[config.mk]
export PLATFORM = sky130hd
export DESIGN_NAME = serial_cmd_decoder
export DESIGN_NICKNAME = d
export VERILOG_FILES = /design/src/rtl/sdec_pkg.sv /design/src/rtl/sdec_ctrl.sv /design/src/rtl/sdec_datapath.sv /design/src/rtl/serial_cmd_decoder.sv
export SDC_FILE = /design/constraint.sdc
export NUM_CORES = 1
export LEC_CHECK = 0
export CAP_MARGIN = 20
export CORE_ASPECT_RATIO = 1.1
export CORE_MARGIN = 2
export CORE_UTILIZATION = 50
export DETAILED_ROUTE_END_ITERATION = 12
export DONT_BUFFER_PORTS = 1
export PLACE_DENSITY = 0.65
export SYNTH_ARGS = -nofsm -noshare
export SYNTH_HDL_FRONTEND = slang
export SYNTH_SLANG_ARGS = --single-unit
[constraint.sdc]
create_clock -name clk -period 1.9 [get_ports clk]
set_input_delay 0.19 -clock clk [delete_from_list [all_inputs] [get_ports clk]]
set_output_delay 0.19 -clock clk [all_outputs]
set_load 0.02 [all_outputs]
[src/rtl/sdec_pkg.sv]
package sdec_pkg;

  typedef enum logic [1:0] {
    KIND_SYS  = 2'd0,
    KIND_CHAN = 2'd1,
    KIND_MAIN = 2'd2,
    KIND_SUB  = 2'd3
  } wr_kind_e;

  typedef struct packed {
    logic shiftEn;
    logic lastBit;
  } sdec_strobe_t;

endpackage

[src/rtl/sdec_ctrl.sv]
module sdec_ctrl
  import sdec_pkg::*;
#(
  parameter int WORD_W   = 16,
  parameter int SYNC_LEN = 2
) (
  input  logic         clk,
  input  logic         rstN,
  input  logic         serClk,
  input  logic         serFrameN,
  input  logic         serData,
  output sdec_strobe_t stb,
  output logic         dataS
);

  localparam int CNT_W = $clog2(WORD_W + 1);

  logic [SYNC_LEN-1:0] clkPipe, framePipe, dataPipe;
  logic                clkS, frameS, prevClk, fallEdge;
  logic [CNT_W-1:0]    bitCnt;

  always_ff @(posedge clk) begin
    if (!rstN) begin
      clkPipe   <= '0;
      framePipe <= '1;
      dataPipe  <= '0;
      prevClk   <= 1'b0;
    end else begin
      clkPipe   <= {clkPipe[SYNC_LEN-2:0], serClk};
      framePipe <= {framePipe[SYNC_LEN-2:0], serFrameN};
      dataPipe  <= {dataPipe[SYNC_LEN-2:0], serData};
      prevClk   <= clkS;
    end
  end

  assign clkS     = clkPipe[SYNC_LEN-1];
  assign frameS   = framePipe[SYNC_LEN-1];
  assign dataS    = dataPipe[SYNC_LEN-1];
  assign fallEdge = prevClk & ~clkS;

  always_comb begin
    stb.shiftEn = fallEdge & ~frameS & (bitCnt < CNT_W'(WORD_W));
    stb.lastBit = stb.shiftEn & (bitCnt == CNT_W'(WORD_W - 1));
  end

  always_ff @(posedge clk) begin
    if (!rstN || frameS) begin
      bitCnt <= '0;
    end else if (stb.shiftEn) begin
      bitCnt <= bitCnt + 1'b1;
    end
  end

endmodule

[src/rtl/sdec_datapath.sv]
module sdec_datapath
  import sdec_pkg::*;
#(
  parameter int WORD_W = 16,
  parameter int DATA_W = 10,
  parameter int SUB_W  = 8,
  parameter int ADDR_W = 3,
  parameter int NUM_CH = 8
) (
  input  logic              clk,
  input  logic              rstN,
  input  sdec_strobe_t      stb,
  input  logic              dataS,
  output logic              wrValid,
  output wr_kind_e          wrKind,
  output logic [ADDR_W-1:0] wrAddr,
  output logic [DATA_W-1:0] wrData
);

  localparam int SEL_BIT  = WORD_W - 1;
  localparam int MD0_BIT  = WORD_W - 2;
  localparam int MD1_BIT  = WORD_W - 3;
  localparam int ADDR_LO  = MD1_BIT - ADDR_W;
  localparam int USED_A   = (NUM_CH > 1) ? $clog2(NUM_CH) : 1;
  localparam int SUB_LO   = DATA_W - SUB_W;

  logic [WORD_W-1:0] shiftReg, nextWord;
  logic [ADDR_W-1:0] rawAddr, maskAddr;
  wr_kind_e          kindDec;
  logic [DATA_W-1:0] dataDec;

  assign nextWord = {shiftReg[WORD_W-2:0], dataS};
  assign rawAddr  = nextWord[ADDR_LO +: ADDR_W];

  for (genvar i = 0; i < ADDR_W; i++) begin : g_amask
    if (i < USED_A) begin : g_keep
      assign maskAddr[i] = rawAddr[i];
    end else begin : g_drop
      assign maskAddr[i] = 1'b0;
    end
  end

  always_comb begin
    dataDec = nextWord[DATA_W-1:0];
    if (nextWord[MD1_BIT]) begin
      if (nextWord[SEL_BIT]) begin
        kindDec = KIND_SUB;
        dataDec = {{SUB_LO{1'b0}}, nextWord[DATA_W-1:SUB_LO]};
      end else begin
        kindDec = KIND_MAIN;
      end
    end else if (nextWord[MD0_BIT]) begin
      kindDec = KIND_CHAN;
    end else begin
      kindDec = KIND_SYS;
    end
  end

  always_ff @(posedge clk) begin
    if (!rstN) begin
      shiftReg <= '0;
      wrValid  <= 1'b0;
      wrKind   <= KIND_SYS;
      wrAddr   <= '0;
      wrData   <= '0;
    end else begin
      wrValid <= stb.lastBit;
      if (stb.shiftEn) shiftReg <= nextWord;
      if (stb.lastBit) begin
        wrKind <= kindDec;
        wrAddr <= (kindDec == KIND_SYS) ? '0 : maskAddr;
        wrData <= dataDec;
      end
    end
  end

endmodule

[src/rtl/serial_cmd_decoder.sv]
module serial_cmd_decoder
  import sdec_pkg::*;
#(
  parameter int WORD_W   = 16,
  parameter int DATA_W   = 10,
  parameter int SUB_W    = 8,
  parameter int ADDR_W   = 3,
  parameter int NUM_CH   = 8,
  parameter int SYNC_LEN = 2
) (
  input  logic              clk,
  input  logic              rstN,
  input  logic              serClk,
  input  logic              serFrameN,
  input  logic              serData,
  output logic              wrValid,
  output logic [1:0]        wrKind,
  output logic [ADDR_W-1:0] wrAddr,
  output logic [DATA_W-1:0] wrData
);

  sdec_strobe_t stb;
  logic         dataS;
  wr_kind_e     kindQ;

  sdec_ctrl #(.WORD_W(WORD_W), .SYNC_LEN(SYNC_LEN)) u_ctrl (
    .clk(clk), .rstN(rstN), .serClk(serClk), .serFrameN(serFrameN),
    .serData(serData), .stb(stb), .dataS(dataS)
  );

  sdec_datapath #(
    .WORD_W(WORD_W), .DATA_W(DATA_W), .SUB_W(SUB_W),
    .ADDR_W(ADDR_W), .NUM_CH(NUM_CH)
  ) u_dp (
    .clk(clk), .rstN(rstN), .stb(stb), .dataS(dataS),
    .wrValid(wrValid), .wrKind(kindQ), .wrAddr(wrAddr), .wrData(wrData)
  );

  assign wrKind = kindQ;

endmodule

==> metrics.txt <==
DRT iter0 DRCs 67; Root Driver clkbuf_4; Fmax achieved between 600 and 700 MHz; Nets ~190; clock sink total 43; Cell Chain, Critical Path or4b_1 > or3_1 > a21oi_1; most common cell after layout, fill and taps aside dfxtp_1; num rows 21; Max Cap Viol 0; crit path time final approximately 1.5 ns; area of the mapped netlist 1633 um^2; CP Launch Type flip-flop; Gate Count Post-Synth 180; Post-Syn Area per Cell slightly above 9 um^2; crit path max-delay cell type or4b_1; area overhead of the layout relative to synthesis 8.966%; IO buf count 0; RSZ-0062 raised after global routing false; WL per Instance between 10 and 15 um; Hold Crit Class primary input to flip-flop; status complete, no violations; wire length of the first global-routing pass roughly 5.3 mm; Crit. End Element flip-flop; largest net degree at the start of global routing 25; CTS buffer count 5; clk_lat worst skew roughly 0.34 ns; Die X between 50 and 60 um; Critical Path RT roughly 2.2 ns; initial core utilization a little over half; cell leakage power roughly 0.63 nW; CTS resizes 0; reg2reg setup slack between 0.3 and 0.4 ns; IO Pins 21; critical path class flip-flop to flip-flop; Cell variety after synth 24; Via density between 5 and 6; sequential area share after synthesis between 50% and 60%; period utilization between 80% and 90%; most frequent cells in the layout 43 x dfxtp_1, 39 x nand2_1, 27 x a21oi_1; TNS Setup 0 ns; DIE AREA 3739 um^2; Total Power about 1.4 mW; Critical Path Max Stage Delay 0.63 ns; Power Density around 800 nW/um^2; clock skew between 0.009 and 0.01 ns; fillers ~280; initial antenna violation count 0; antenna cells 0; Slew HR 53.51%; drt pass-1 iters 4; #FFs+latches synth 43; GRT overflow 0; Detailed Place HPWL 1.932 mm; crit-path max FO 7; Tightest Pin Transition between 0.6 and 0.7 ns; via count about 1200; H-tree lvl count 2; GR Util All Layers about 18%; peak supply drop roughly 0.5 mV; number of global-route vias before repair ~1200; final number of hold-violating endpoints 0; fraction of layout cells with a size suffix above 1 7.568%; TritonCTS clock tree yes; DRC Markers 0; Final Slew Violations 0; Max Buffers Root-to-Sink 2; Final setup viols 0; post-synth net total 187; Syn. warnings 0; CP arrival about 1.8 ns; Post-DRT Antenna Nets 0; Routed WL just over 3 mm; routability cong. about 0.87; Core ar. between 3000 and 4000 um^2; die extent in y approximately 64 um; Clock Pin Slew Worst Setup and Hold Paths between 0.1 and 0.15 ns
what timing repair did:
item                                   4_1_cts  5_1_grt
endpoints found under the hold margin       14        0
hold buffers                                 5        0
buffers inserted                             0        0
cell families after synthesis:
logic type      count (synthesis)  share of synthesized area [%]
xor+xnor                        1                         0.5365
flops                          43                          52.72
simple gates                   65                          19.08
buf+inv                        16                          4.444
mux                            13                          7.969
fa+ha+maj                       2                          1.532
compound gates                 40                          13.72
flip-flops by register name (all words and copies together), names as in the netlist:
register and flops:
u_dp.shiftReg 15, u_dp.wrAddr 3, u_ctrl.dataPipe 2, u_dp.wrKind 2, u_ctrl.bitCnt 5, u_dp.wrData 10, u_ctrl.prevClk 1, u_dp.wrValid 1
u_ctrl.clkPipe 2, u_ctrl.framePipe 2
critical path, delay by kind of cell (launching register included):
family	cells	cell delay, ns
flops	1	0.36
compound gates	1	0.13
simple gates	2	1.01
where the power goes:
part / internal, mW / switching (mW)
combinational: 0.0125 / 0.0172
clock: 0.218 / 0.264
sequential: 0.907 / 0.00318
path summary, 6_finish.rpt:
check,from,to,cells past startpoint
setup / recovery,u_ctrl.bitCnt[4],u_ctrl.bitCnt[3],3
setup reg to reg,u_ctrl.bitCnt[4],u_ctrl.bitCnt[3],3
hold reg to reg,u_ctrl.framePipe[0],u_ctrl.framePipe[1],1
hold / removal,rstN,u_dp.wrData[9],2
metal layers:
metal / routed length [um] / GRT usage [%] / vias to the layer above
met5: 0 / 0 / -
met4: 80 / 9.884 / 0
met3: 147 / 4.858 / 9
met2: 1388 / 27.95 / 28
met1: 1407 / 23.66 / 575
li1: - / - / 617
cells in the mapped netlist:
cell type   n  area share [%]
and2_1      6             2.3
nor2b_1     1            0.38
buf_4       1            0.46
dfxtp_1    43              53
nor4b_2     1            0.92
or4b_1      1            0.61
or3_1       2            0.77
nand3_1     6             1.8
xnor2_1     1            0.54
nand4_1     1            0.38
buf_2       7             2.1
nand2b_1    4             1.5
a311oi_1    1            0.54
a21oi_1    27             8.3
o21ai_0     4             1.2
or2_2       1            0.38
nand2_1    39             9.0
ha_1        2             1.5
a211oi_1    8             3.7
inv_1       3            0.69
nor2_1      1            0.23
clkbuf_1    5             1.1
mux2i_1    13             8.0
and3_1      2            0.77
per-stage QoR:
step	std cells	cell area (um^2)	util [%]	setup WS, ns	hold WS, ns
after floorplan	180	1633	-	0.3210	0.2915
after global placement	206	1660	54.01	0.3962	0.2665
after detailed placement	206	1660	54.01	0.3663	0.2699
after CTS	219	1779	57.88	0.3443	0.008990
after global routing	219	1779	57.88	0.1922	0.01109
final	219	1779	57.88	0.3510	0.02291
area by class of cell:
cell class	count	area [um^2]	share of cell area (%)
flip-flops and latches	43	860.8	48.38
multi-input cells	121	708.2	39.80
repair buffers	10	87.58	4.923
clock buffers	8	68.82	3.868
well taps	34	42.54	2.391
inverters	3	11.26	0.6329
Power figures use the tool's default switching activity.
